[src/rtl/bsx_pkg.sv]
package bsx_pkg;
  localparam int unsigned BEAT_W      = 32;
  localparam int unsigned STAGE_DEPTH = 2;

  typedef enum logic {
    DIR_LOAD  = 1'b0,
    DIR_STORE = 1'b1
  } xfer_dir_e;
endpackage

[src/rtl/bsx_req_gen.sv]
// Issues one burst request per block, walking the off-chip address by the stride.
module bsx_req_gen
  import bsx_pkg::*;
#(
  parameter int unsigned AW = 16,
  parameter int unsigned LW = 8,
  parameter int unsigned CW = 8
) (
  input  logic          clk,
  input  logic          rst_n,
  input  logic          start,
  input  logic [AW-1:0] base,
  input  logic [AW-1:0] stride,
  input  logic [LW-1:0] len,
  input  logic [CW-1:0] cnt,
  input  xfer_dir_e     dir,
  output logic          req_valid,
  input  logic          req_ready,
  output logic [AW-1:0] req_addr,
  output logic [LW-1:0] req_len,
  output logic          req_write
);
  logic [AW-1:0] addr_q;
  logic [AW-1:0] stride_q;
  logic [LW-1:0] len_q;
  logic [CW-1:0] left_q;
  xfer_dir_e     dir_q;

  always_ff @(posedge clk or negedge rst_n) begin
    if (!rst_n) begin
      addr_q   <= '0;
      stride_q <= '0;
      len_q    <= '0;
      left_q   <= '0;
      dir_q    <= DIR_LOAD;
    end else if (start) begin
      addr_q   <= base;
      stride_q <= stride;
      len_q    <= len;
      left_q   <= cnt;
      dir_q    <= dir;
    end else if (req_valid && req_ready) begin
      addr_q <= addr_q + stride_q;
      left_q <= left_q - CW'(1);
    end
  end

  assign req_valid = (left_q != '0);
  assign req_addr  = addr_q;
  assign req_len   = len_q;
  assign req_write = (dir_q == DIR_STORE);
endmodule

[src/rtl/bsx_mover.sv]
// Moves data beats between the memory beat channels and the scratchpad.
module bsx_mover
  import bsx_pkg::*;
#(
  parameter int unsigned SAW = 12,
  parameter int unsigned TW  = 16
) (
  input  logic              clk,
  input  logic              rst_n,
  input  logic              start,
  input  xfer_dir_e         dir,
  input  logic [SAW-1:0]    spm_base,
  input  logic [TW-1:0]     total,
  input  logic              rd_valid,
  output logic              rd_ready,
  input  logic [BEAT_W-1:0] rd_data,
  output logic              wd_valid,
  input  logic              wd_ready,
  output logic [BEAT_W-1:0] wd_data,
  output logic              spm_en,
  output logic              spm_we,
  output logic [SAW-1:0]    spm_addr,
  output logic [BEAT_W-1:0] spm_wdata,
  input  logic [BEAT_W-1:0] spm_rdata,
  output logic              last
);
  localparam int unsigned FILL_W = $clog2(STAGE_DEPTH + 1);
  localparam int unsigned OCC_W  = FILL_W + 1;

  logic              active_q;
  xfer_dir_e         dir_q;
  logic [TW-1:0]     left_q;
  logic [TW-1:0]     rd_left_q;
  logic [SAW-1:0]    wptr_q;
  logic [SAW-1:0]    rptr_q;
  logic [BEAT_W-1:0] stage_q [STAGE_DEPTH];
  logic              head_q;
  logic [FILL_W-1:0] fill_q;
  logic              pend_q;

  logic              load_mode;
  logic              store_mode;
  logic              rd_hs;
  logic              wd_hs;
  logic              beat;
  logic              issue;
  logic [OCC_W-1:0]  occ;
  logic              push_idx;

  assign load_mode  = active_q && (dir_q == DIR_LOAD);
  assign store_mode = active_q && (dir_q == DIR_STORE);

  assign rd_ready = load_mode;
  assign rd_hs    = rd_valid && load_mode;
  assign wd_valid = store_mode && (fill_q != '0);
  assign wd_hs    = wd_valid && wd_ready;
  assign wd_data  = stage_q[head_q];
  assign beat     = rd_hs || wd_hs;
  assign last     = beat && (left_q == TW'(1));

  // Staging occupancy counts words held plus a read still in flight.
  assign occ   = OCC_W'(fill_q) + OCC_W'(pend_q);
  assign issue = store_mode && (rd_left_q != '0) &&
                 ((occ < OCC_W'(STAGE_DEPTH)) || ((occ == OCC_W'(STAGE_DEPTH)) && wd_hs));
  assign push_idx = head_q ^ fill_q[0];

  assign spm_en    = rd_hs || issue;
  assign spm_we    = rd_hs;
  assign spm_addr  = rd_hs ? wptr_q : rptr_q;
  assign spm_wdata = rd_data;

  always_ff @(posedge clk or negedge rst_n) begin
    if (!rst_n) begin
      active_q  <= 1'b0;
      dir_q     <= DIR_LOAD;
      left_q    <= '0;
      rd_left_q <= '0;
      wptr_q    <= '0;
      rptr_q    <= '0;
      head_q    <= 1'b0;
      fill_q    <= '0;
      pend_q    <= 1'b0;
    end else if (start) begin
      active_q  <= 1'b1;
      dir_q     <= dir;
      left_q    <= total;
      rd_left_q <= total;
      wptr_q    <= spm_base;
      rptr_q    <= spm_base;
      head_q    <= 1'b0;
      fill_q    <= '0;
      pend_q    <= 1'b0;
    end else begin
      if (last) active_q <= 1'b0;
      if (beat) left_q <= left_q - TW'(1);
      if (rd_hs) wptr_q <= wptr_q + SAW'(1);
      if (issue) begin
        rptr_q    <= rptr_q + SAW'(1);
        rd_left_q <= rd_left_q - TW'(1);
      end
      pend_q <= issue;
      if (wd_hs) head_q <= ~head_q;
      fill_q <= fill_q + FILL_W'(pend_q) - FILL_W'(wd_hs);
    end
  end

  generate
    for (genvar g = 0; g < STAGE_DEPTH; g++) begin : g_stage
      always_ff @(posedge clk or negedge rst_n) begin
        if (!rst_n) begin
          stage_q[g] <= '0;
        end else if (pend_q && (push_idx == 1'(g))) begin
          stage_q[g] <= spm_rdata;
        end
      end
    end
  endgenerate
endmodule

[src/rtl/bstride_xfer.sv]
// Block-stride page transfer engine: command control and submodule wiring.
module bstride_xfer
  import bsx_pkg::*;
#(
  parameter int unsigned AW  = 16,
  parameter int unsigned SAW = 12,
  parameter int unsigned LW  = 8,
  parameter int unsigned CW  = 8
) (
  input  logic           clk,
  input  logic           rst_n,
  input  logic           cmd_valid,
  input  logic           cmd_store,
  input  logic [AW-1:0]  cmd_ext_base,
  input  logic [SAW-1:0] cmd_spm_base,
  input  logic [LW-1:0]  cmd_blk_len,
  input  logic [AW-1:0]  cmd_stride,
  input  logic [CW-1:0]  cmd_blk_cnt,
  output logic           busy,
  output logic           done,
  output logic           err,
  output logic           mreq_valid,
  input  logic           mreq_ready,
  output logic           mreq_write,
  output logic [AW-1:0]  mreq_addr,
  output logic [LW-1:0]  mreq_len,
  output logic           mwd_valid,
  input  logic           mwd_ready,
  output logic [31:0]    mwd_data,
  input  logic           mrd_valid,
  output logic           mrd_ready,
  input  logic [31:0]    mrd_data,
  output logic           spm_en,
  output logic           spm_we,
  output logic [SAW-1:0] spm_addr,
  output logic [31:0]    spm_wdata,
  input  logic [31:0]    spm_rdata
);
  localparam int unsigned TW = LW + CW;

  logic          busy_q;
  logic          done_q;
  logic          err_q;
  logic [TW-1:0] total;
  logic          accept;
  logic          empty_cmd;
  logic          launch;
  logic          reject;
  logic          last_beat;
  xfer_dir_e     dir;

  assign dir       = xfer_dir_e'(cmd_store);
  assign total     = TW'(cmd_blk_len) * TW'(cmd_blk_cnt);
  assign accept    = cmd_valid && !busy_q;
  assign empty_cmd = (total == '0);
  assign launch    = accept && !empty_cmd;
  assign reject    = cmd_valid && busy_q;

  always_ff @(posedge clk or negedge rst_n) begin
    if (!rst_n) begin
      busy_q <= 1'b0;
      done_q <= 1'b0;
      err_q  <= 1'b0;
    end else begin
      if (launch) busy_q <= 1'b1;
      else if (last_beat) busy_q <= 1'b0;
      done_q <= (accept && empty_cmd) || last_beat;
      if (reject) err_q <= 1'b1;
    end
  end

  assign busy = busy_q;
  assign done = done_q;
  assign err  = err_q;

  bsx_req_gen #(
    .AW(AW),
    .LW(LW),
    .CW(CW)
  ) u_req (
    .clk      (clk),
    .rst_n    (rst_n),
    .start    (launch),
    .base     (cmd_ext_base),
    .stride   (cmd_stride),
    .len      (cmd_blk_len),
    .cnt      (cmd_blk_cnt),
    .dir      (dir),
    .req_valid(mreq_valid),
    .req_ready(mreq_ready),
    .req_addr (mreq_addr),
    .req_len  (mreq_len),
    .req_write(mreq_write)
  );

  bsx_mover #(
    .SAW(SAW),
    .TW (TW)
  ) u_mover (
    .clk      (clk),
    .rst_n    (rst_n),
    .start    (launch),
    .dir      (dir),
    .spm_base (cmd_spm_base),
    .total    (total),
    .rd_valid (mrd_valid),
    .rd_ready (mrd_ready),
    .rd_data  (mrd_data),
    .wd_valid (mwd_valid),
    .wd_ready (mwd_ready),
    .wd_data  (mwd_data),
    .spm_en   (spm_en),
    .spm_we   (spm_we),
    .spm_addr (spm_addr),
    .spm_wdata(spm_wdata),
    .spm_rdata(spm_rdata),
    .last     (last_beat)
  );
endmodule

[config.mk]
export PLATFORM = sky130hd
export DESIGN_NAME = bstride_xfer
export DESIGN_NICKNAME = d
export VERILOG_FILES = /design/src/rtl/bsx_pkg.sv /design/src/rtl/bsx_req_gen.sv /design/src/rtl/bsx_mover.sv /design/src/rtl/bstride_xfer.sv
export SDC_FILE = /design/constraint.sdc
export NUM_CORES = 1
export LEC_CHECK = 0
export BUFFER_PORTS_ARGS = -buffer_cell sky130_fd_sc_hd__buf_2
export CORE_ASPECT_RATIO = 0.6
export CORE_MARGIN = 2
export CORE_UTILIZATION = 40
export DETAILED_ROUTE_END_ITERATION = 10
export PLACE_DENSITY = 0.61
export SLEW_MARGIN = 15
export SYNTH_ARGS = -nofsm -noshare
export SYNTH_HDL_FRONTEND = slang
export SYNTH_SLANG_ARGS = --single-unit
[constraint.sdc]
create_clock -name clk -period 4.6 [get_ports clk]
set_clock_uncertainty 0.05 [all_clocks]
set_input_delay 0.92 -clock clk [delete_from_list [all_inputs] [get_ports clk]]
set_output_delay 0.92 -clock clk [all_outputs]
set_load 0.02 [all_outputs]
# Word-level counts from Yosys, hierarchy flattened
# Cells that the tools add are included.
[op_classes] reduce_logical=32 n_bitwise=5 order_cmp=2 mul=1 add_sub_neg=9 n_eq_ne=2 mux=22
[ops] cell="$mux W16" count=6
[ops] cell="$mux W32" count=3
[ops] cell="$mux W12" count=5
[ops] cell="$sub A16 B1 Y16 const B" count=2
[ops] cell="$add A12 B1 Y12 const B" count=2
[ops] cell="$add A16 B16 Y16" count=1
[ops] cell="$eq A16 B1 Y1 const B" count=1
[ops] cell="$logic_and A1 B1 Y1" count=16
[ops] cell="$logic_not A16 Y1" count=1
[ops] cell="$mul A8 B8 Y16" count=1
[ops] cell="$mux W8" count=2
[ops] cell="$reduce_bool A16 Y1" count=1
[ops] cell="$reduce_bool A2 Y1" count=7
[ops] cell="$reduce_bool A8 Y1" count=1
[ops] cell="$sub A8 B1 Y8 const B" count=1
[ops] cell="$mux W1" count=5
[ops] cell="$logic_or A1 B1 Y1" count=4
[ops] cell="$add A2 B1 Y3" count=1
[ops] cell="$eq A3 B2 Y1 const B" count=1
[ops] cell="$lt A3 B2 Y1 const B" count=1
[ops] cell="$not A1 Y1" count=3
[ops] cell="$add A2 B1 Y2" count=1
[ops] cell="$ge A2 B2 Y1 const B" count=1
[ops] cell="$logic_not A1 Y1" count=2
[ops] cell="other kinds (4)" count=4
[word_totals] ff_bits=176 wordCells=90 in_bits=131 output_inout_bits=109

# Longest topological paths before layout
# Gate-level depths: netlist (run 1).
[logic_depth] depth_word=8 depth_mapped=21

# By module
# A second synthesis (run 1) with hierarchy kept.
[hier_totals] hier_cells=1149 hier_area_um2=11940.2
[modules_own_cells] module="bsx_mover" seq_area_each_um2=3153.0 area_each_um2=6677.7 cells_each=591 instances=1
[modules_own_cells] module="bsx_req_gen" seq_area_each_um2=1226.2 area_each_um2=2885.3 cells_each=280 instances=1
[modules_own_cells] module="bstride_xfer" seq_area_each_um2=75.1 area_each_um2=2377.3 cells_each=278 instances=1

# Worst setup path before layout (run 1)
# OpenSTA, ideal clock, no wires.
[synth_path] path_kind="input to register" startpoint="input port cmd_blk_cnt[7]" endpoint="register u_mover.rd_left_q[1]" setup_slack_ns=-1.183 setup_ns=0.128 required_time_ns=4.422 path_stages=17 arrival_time_ns=5.605 path_cell_list="clkbuf_1 nand2_1 fa_1 fa_1 fa_1 fa_1 inv_1 ha_1 a21o_1 o21bai_1 o31ai_4 o21ai_1 xor2_1 nand4b_1 o31ai_4 buf_2 mux2_1"
[synth_between] elab_chain_cells=5 word_cells_on_any_way=6 cone_classes="mul: 1; mux: 1; reduce/logical: 4"
[synth_lines] element="start, declared" line_no="bstride_xfer.sv:18" source="input logic [CW-1:0] cmd_blk_cnt,"
[synth_lines] element="$mul A8 B8 Y16 (*)" line_no="bstride_xfer.sv:53" source="assign total = TW'(cmd_blk_len) * TW'(cmd_blk_cnt);"
[synth_lines] element="$logic_not A16 Y1 (*)" line_no="bstride_xfer.sv:55" source="assign empty_cmd = (total == '0);"
[synth_lines] element="$logic_not A1 Y1 (*)" line_no="bstride_xfer.sv:56" source="assign launch = accept && !empty_cmd;"
[synth_lines] element="$logic_and A1 B1 Y1 (*)" line_no="bstride_xfer.sv:56"
[synth_lines] element="$mux W16 or $reduce_bool A2 Y1 (tied branches)"
[synth_lines] element="end signal, assigned" line_no="bsx_mover.sv:87" source="rd_left_q <= total;"
[synth_lines] element="end signal, assigned" line_no="bsx_mover.sv:99" source="rd_left_q <= rd_left_q - TW'(1);"
[synth_lines] element="end, declared" line_no="bsx_mover.sv:33" source="logic [TW-1:0] rd_left_q;"
# Mark *: on every way between the ends. The rest lies on a longest branch, timed or not.
# A chain may end at the register's enable or synchronous reset.

# Worst setup path in the final report (run 1)
[layout_path] startpoint="input port cmd_blk_cnt[5]" endpoint="register u_req.addr_q[12] (netlist: u_req.req_addr[12])"
[layout_between] elab_chain_cells=5 word_cells_on_any_way=6 cone_classes="mul: 1; mux: 1; reduce/logical: 4"
[layout_lines] element="$mul A8 B8 Y16 (*)" line_no="bstride_xfer.sv:53"
[layout_lines] element="$logic_not A16 Y1 (*)" line_no="bstride_xfer.sv:55"
[layout_lines] element="$logic_not A1 Y1 (*)" line_no="bstride_xfer.sv:56"
[layout_lines] element="$logic_and A1 B1 Y1 (*)" line_no="bstride_xfer.sv:56"
[layout_lines] element="$mux W16 or $reduce_bool A2 Y1 (tied branches)"
[layout_lines] element="end signal, assigned" line_no="bsx_req_gen.sv:37" source="addr_q <= base;"
[layout_lines] element="end signal, assigned" line_no="bsx_req_gen.sv:43" source="addr_q <= addr_q + stride_q;"
[layout_lines] element="end, declared" line_no="bsx_req_gen.sv:23" source="logic [AW-1:0] addr_q;"
# Marks and branches as above.

==> impl_metrics.tcl, run 1 <==
set metrics [dict create \
    cts_max_level 4 \
    rows 47 \
    syn_nets 1363 \
    synth_top_family_by_area "simple AND/OR/NAND/NOR gates" \
    drc 0 \
    cts_tree "done" \
    postCtsHoldBufs 0 \
    cts.sinks 176 \
    initial_core_util_pct 41.0 \
    cts_buffers 17 \
    synth_largest_area_cell "dfrtp_1" \
    via_per_inst 5.24 \
    clock-root-buffer "clkbuf_16" \
    core_sq_um 27800 \
    grt.busiest_layer "met1" \
    internal-power_mw 6.16 \
    first_pass_iters 5 \
    synth_xor_area_share_pct 5.30 \
    total_leakage_power_nw 7.03 \
    hold_viol_final 0 \
    seq_power_share_pct 27.8 \
    synth-adder-area-share_pct 13.4 \
    fin_nets 1619 \
    power_frac_clock_pct 14.4 \
    violations "negative setup slack" \
    ant_nets 0 \
    synth_ff_type "dfrtp_1" \
    slew_headroom_pct 40.7 \
    synth_top_cells_by_count "176 x dfrtp_1, 125 x nand2_1, 113 x mux2_2, 77 x a21oi_1, 75 x nor2_1" \
    hp-start "err$_DFFE_PN0P_" \
    worst_slew_pin_slew_ns 0.890 \
    peakVddDrop_uv 327 \
    fp.dieH_um 135 \
    gr-usage-met1_pct 31.2 \
    worst-endpoint-arrival_ns 5.64 \
    drv_cap 0 \
    use_met3_pct 4.90 \
    drive_above_1_share_pct 44.2 \
    setup_slack_ns -0.726 \
    io-pin-count 240 \
    clock_latency_ns 0.44 \
    drtIter0Drc 607 \
    grt_max_degree 90 \
    rrSetupSlack_ns 1.33 \
    reg2reg_from "u_mover.active_q$_DFFE_PN0P_" \
    hpwl_mm 22.8 \
    hp-class "flop to flop" \
    status "complete, but fails checks" \
    power_frac_comb_pct 57.9 \
    setup_tns_ns -67.34 \
    required_ns 4.91 \
    post_layout_nonfiller_instances 1767 \
    ff2ff_path_depth 9 \
    seq_area_frac_synth_pct 38.6 \
    synth_edf_count 0 \
    synthMuxAreaShare_pct 13.0 \
    vias 9256 \
    end_kind "flop" \
    antennaDiodeCount 0 \
    dieArea_sq_um 29900 \
    synth.avg_cell_area_sq_um 10.1 \
    antenna_found_initial 3 \
    synth.area.top_cells "dfrtp_1 39%, mux2_2 11%, ha_1 6.9%" \
    overflow 0 \
    numPortBuffers 175 \
    dp.cells 1700 \
    whs_path_depth 1 \
    min_to "err$_DFFE_PN0P_" \
    dieWidth_um 222 \
    synthCells 1132 \
    rsz0062_at_grt "yes" \
    crit_type "input pin to flop" \
    power_density_nw_per_um2 685 \
    switchingPower_mw 4.31 \
    grt_pass1_wl_mm 49.7 \
    slew_viol_final 0 \
    syn_to_final_growth_pct 34.0 \
    grt_usage_pct 21.0 \
    syn_area_sq_um 11400 \
    synth_warnings 0 \
    setup_violations 110 \
    ys_types 59 \
    ys_async_sr_fraction_pct 100 \
    startpoint_type "input pin" \
    synth_top_area_share_pct 38.6 \
    fin_crit_sh_pct 116 \
    whs_ns 0.399 \
    cts_max_path_buffers 2 \
    synthSimpleGateAreaFrac_pct 13.9 \
    period_minus_slack_ns 5.33 \
    grtUsageMet2_pct 30.9 \
    wire_per_inst_um 17.7 \
    p_sw_share_pct 41.1 \
    r2r_end "u_mover.rd_left_q[11]$_DFFE_PN0P_" \
    preCtsSetupSlack_ns -1.31 \
    finalWirelength_mm 31.3 \
    crit_fanout 6 \
    gp_congestion 0.852 \
    synth_compound_area_share_pct 9.53 \
    clkTransAtPathRegs_ns 0.07 \
    synth.most_common_cell "dfrtp_1" \
    ys_ff_latch 176 \
    grt_pass1_vias 9312 \
    max_freq_mhz 188 \
]
[placed cells by master (no fill, tap or decap), drive strengths merged, types with 4 or more instances in the layout]
cell	count
buf	317
dfrtp	176
nand2	125
mux2	124
a21oi	77
inv	76
nor2	75
ha	63
and2	38
xnor2	38
fa	37
xor2	31
clkbuf	21
o21ai	21
nand3	17
a21o	15
nor3	13
a31oi	11
or3	10
o211ai	9
mux2i	8
nand4	8
nor4	8
nand2b	7
a211oi	7
nor2b	6
o31ai	6
and3	5
nor3b	5
o21a	4
or4	4
o311ai	4
[critical path, cell delays in order]
cell	delay, ns
buf_12	0.10
nand2_4	0.05
fa_1	0.49
fa_1	0.53
fa_1	0.43
fa_1	0.51
inv_2	0.04
ha_4	0.21
a21o_1	0.21
buf_6	0.12
a221oi_2	0.22
o211ai_1	0.15
nor2_1	0.16
nor4b_4	0.22
nand4b_1	0.21
o31ai_4	0.31
buf_6	0.19
buf_6	0.14
buf_16	0.13
buf_8	0.11
nor2_2	0.04
a21oi_2	0.12
[routing by layer]
| metal | vias to the layer above | routed length, um |
|---|---|---|
| li1 | 4358 | - |
| met4 | 4 | 429 |
| met3 | 41 | 1880 |
| met1 | 4625 | 15500 |
| met5 | - | 30 |
| met2 | 228 | 13500 |
[flip-flops by register name, summed over array words and instances (netlist names)]
name and flops:
u_mover.active_q 1, err 1, done 1, u_mover.left_q 16, u_mover.dir_q 1, u_req.stride_q 16
u_req.req_len 8, u_mover.fill_q 2, u_req.req_addr 16, u_req.left_q 8, u_mover.rptr_q 12, u_mover.stage_q 64
u_mover.wptr_q 12, u_mover.head_q 1, u_mover.rd_left_q 16, u_mover.pend_q 1
[worst max path at each step]
stage                                            end            from
detailed placement  u_mover.rd_left_q[1]$_DFFE_PN0P_  cmd_blk_len[2]
global placement    u_mover.rd_left_q[1]$_DFFE_PN0P_  cmd_blk_cnt[2]
global route          u_req.req_addr[12]$_DFFE_PN0P_  cmd_blk_cnt[2]
finish                u_req.req_addr[12]$_DFFE_PN0P_  cmd_blk_cnt[5]
floorplan                u_req.left_q[1]$_DFFE_PN0P_  cmd_blk_cnt[5]
CTS                     u_req.req_len[6]$_DFFE_PN0P_  cmd_blk_cnt[2]
[power by group through the flow]
stage	registers, mW	logic, mW	clock network (mW)
2_1_floorplan	2.85	3.77	0
3_3_place_gp	2.87	5.35	0
3_5_place_dp	2.90	5.44	0
4_1_cts	2.88	5.75	1.53
5_1_grt	3.01	6.60	1.60
6_report	2.91	6.06	1.50
[cells by family after synthesis]
logic type               after synthesis
XOR/XNOR                              69
adder cells (fa/ha/maj)              100
buffers and inverters                152
AND/OR/NAND/NOR                      332
flip-flops                           176
AO/OA/AOI/OAI                        171
multiplexers                         132
[cell type report]
| cell class | instances | area (sq um) |
|---|---|---|
| clock buffer | 21 | 470 |
| clock inverter | 10 | 125 |
| fill | 2329 | 12500 |
| inverter | 72 | 270 |
| multi-input combinational | 804 | 7060 |
| sequential | 176 | 4400 |
| tap | 367 | 459 |
| timing repair buffer | 317 | 2490 |
[what timing repair did]
action,4_1_cts,5_1_grt
setup endpoints to repair,110,110
pin swaps,21,29
endpoints found under the hold margin,0,0
gates resized for setup,165,64
setup buffers,23,14
gates cloned,6,0
[metrics by stage]
stage | total power [mW] | instance area [sq um] | utilization (%)
global route | 11.2 | 15300 | 54.9
global placement | 8.22 | 13400 | 48.2
floorplan | 6.63 | 11900 | -
CTS | 10.2 | 14900 | 53.6
detailed placement | 8.34 | 13400 | 48.2
finish | 10.5 | 15300 | 54.9
No activity file was read; power rests on OpenSTA's default activity.
==> run 2, diff against run 1 <==
- BUFFER_PORTS_ARGS: -buffer_cell sky130_fd_sc_hd__buf_2 -> default
- DONT_BUFFER_PORTS: default -> 1
- PLACE_DENSITY: 0.61 -> 0.53
==> run 2 against run 1 <==
The run still ends with negative setup slack left. Sequential share of layout area up 3.0 points. Highest routed layer is now met4. Critical path depth down 2. Die area unchanged. Clock power down 5%. Combinational power down 12%. Largest cell class unchanged. Cell count down 12%. Register-to-register slack better by 0.05 ns. Routed wire length down 6.0%. Maximum frequency up 4.3%.
==> impl_metrics.tcl, run 2 (synthesis gave the netlist of run 1 again) <==
set metrics [dict create \
    drive_above_1_share_pct 32.7 \
    fin_nets 1397 \
    regMostFlops "u_mover.stage_q" \
    switchingPower_mw 4.11 \
    overflow 0 \
    io-pin-count 240 \
    post_layout_nonfiller_instances 1547 \
    hp-class "input pin to asynchronous set/reset pin" \
    cts_max_level 4 \
    via_per_inst 5.28 \
    dieArea_sq_um 29900 \
    whs_ns 0.113 \
    finalWirelength_mm 29.4 \
    total_leakage_power_nw 6.05 \
    ant_nets 0 \
    startpoint_type "input pin" \
    crit_fanout 9 \
    rrSetupSlack_ns 1.38 \
    peakVddDrop_uv 337 \
    slew_viol_final 0 \
    hold_viol_final 0 \
    postCtsHoldBufs 0 \
    hpwl_mm 20.7 \
    crit_type "input pin to flop" \
    grt_usage_pct 20.0 \
    worst_slew_pin_slew_ns 0.946 \
    wire_per_inst_um 19.0 \
    slew_headroom_pct 36.4 \
    reg2reg_from "u_mover.dir_q$_DFFE_PN0P_" \
    mostFrequentLayoutCells "176 x dfrtp_1, 116 x nand2_1, 105 x mux2_2" \
    antenna_found_initial 1 \
    grt_pass1_vias 8344 \
    drtIter0Drc 416 \
    required_ns 4.94 \
    cts_tree "done" \
    power_density_nw_per_um2 709 \
    end_kind "flop" \
    clock-root-buffer "clkbuf_16" \
    cts.sinks 176 \
    power_frac_comb_pct 54.3 \
    largest_register_ffs 64 \
    cts_buffers 17 \
    syn_to_final_growth_pct 21.4 \
    worst-endpoint-arrival_ns 5.44 \
    status "complete, but fails checks" \
    initial_core_util_pct 41.0 \
    setup_violations 110 \
    drc 0 \
    dieWidth_um 222 \
    cts_max_path_buffers 2 \
    rows 47 \
    drv_cap 0 \
    worstSetupStartpoint "cmd_blk_cnt[3]" \
    core_sq_um 27800 \
    violations "negative setup slack" \
    fin_crit_sh_pct 111 \
    clock_latency_ns 0.45 \
    numPortBuffers 0 \
    gp_congestion 0.804 \
    max_freq_mhz 196 \
    grt_pass1_wl_mm 46.6 \
    p_sw_share_pct 41.9 \
    internal-power_mw 5.70 \
    clkTransAtPathRegs_ns 0.08 \
    setup_slack_ns -0.508 \
    power_frac_clock_pct 14.6 \
    vias 8163 \
    final_common_cell "dfrtp_1" \
    fp.dieH_um 135 \
    setup_tns_ns -48.34 \
    first_pass_iters 5 \
    dp.cells 1488 \
    period_minus_slack_ns 5.11 \
    final_util_pct 49.8 \
    seq_power_share_pct 31.1 \
    grt_max_degree 177 \
    rsz0062_at_grt "yes" \
]
## run 2: metal layers
layer  track usage (%)  up-vias  part of all wire [%]
li1                  -     3915                     -
met1              30.3     4065                    51
met2              28.3      154                    43
met3              5.07       29                   4.6
met4              5.29        0                   1.3
met5                 0        -                     0
## run 2: worst max-delay path, stage by stage
cell and delay, ns:
nand2_8 0.03, fa_1 0.49, fa_1 0.54, fa_1 0.43, fa_1 0.50, inv_2 0.04
ha_4 0.22, a21o_4 0.22, buf_6 0.12, a221oi_2 0.21, o211ai_1 0.14, nor2_1 0.12
nor4b_4 0.22, nand4b_1 0.24, o31ai_4 0.27, buf_12 0.19, buf_12 0.14, bufbuf_16 0.25
nor2_1 0.04, a21oi_2 0.10
## run 2: final timing paths
| kind | end | cells past startpoint |
|---|---|---|
| worst max-delay path | u_mover.left_q[1]$_DFFE_PN0P_ | 20 |
| worst min-delay path | u_mover.stage_q[37]$_DFFE_PN0P_ | 0 |
| worst max register to register | u_mover.rd_left_q[11]$_DFFE_PN0P_ | 9 |
| worst min register to register | u_mover.stage_q[31]$_DFFE_PN0P_ | 1 |
| max in group asynchronous | u_req.req_addr[4]$_DFFE_PN0P_ | 0 |
| min in group clk | u_mover.stage_q[31]$_DFFE_PN0P_ | 1 |
## run 2: power by group through the flow
stage,clock network [mW],logic (mW),registers [mW]
2_1_floorplan,0,3.77,2.85
3_3_place_gp,0,4.73,3.05
3_5_place_dp,0,4.77,3.06
4_1_cts,1.49,5.13,3.04
5_1_grt,1.55,5.84,3.16
6_report,1.43,5.33,3.05
## run 2: metrics by stage
step / worst slack [ns] / area, sq um / power (mW)
3_3_place_gp: -1.10 / 12300 / 7.78
6_report: -0.508 / 13800 / 9.81
2_1_floorplan: -0.888 / 11900 / 6.63
4_1_cts: -0.414 / 13500 / 9.66
3_5_place_dp: -1.14 / 12300 / 7.83
5_1_grt: -0.683 / 13800 / 10.6
## run 2: final cells by class
class	count	area, sq um
Antenna cell	1	2.50
Clock buffer	17	425
Clock inverter	15	143
Fill cell	2518	14000
Inverter	72	270
Multi-Input combinational cell	804	7030
Sequential cell	176	4400
Tap cell	367	459
Timing Repair Buffer	95	1110
## run 2: repair_timing
| item | 4_1_cts | 5_1_grt |
|---|---|---|
| pin swaps | 20 | 12 |
| resized for setup | 87 | 67 |
| setup endpoints to repair | 110 | 110 |
| gates cloned | 6 | 4 |
| buffers inserted | 15 | 3 |
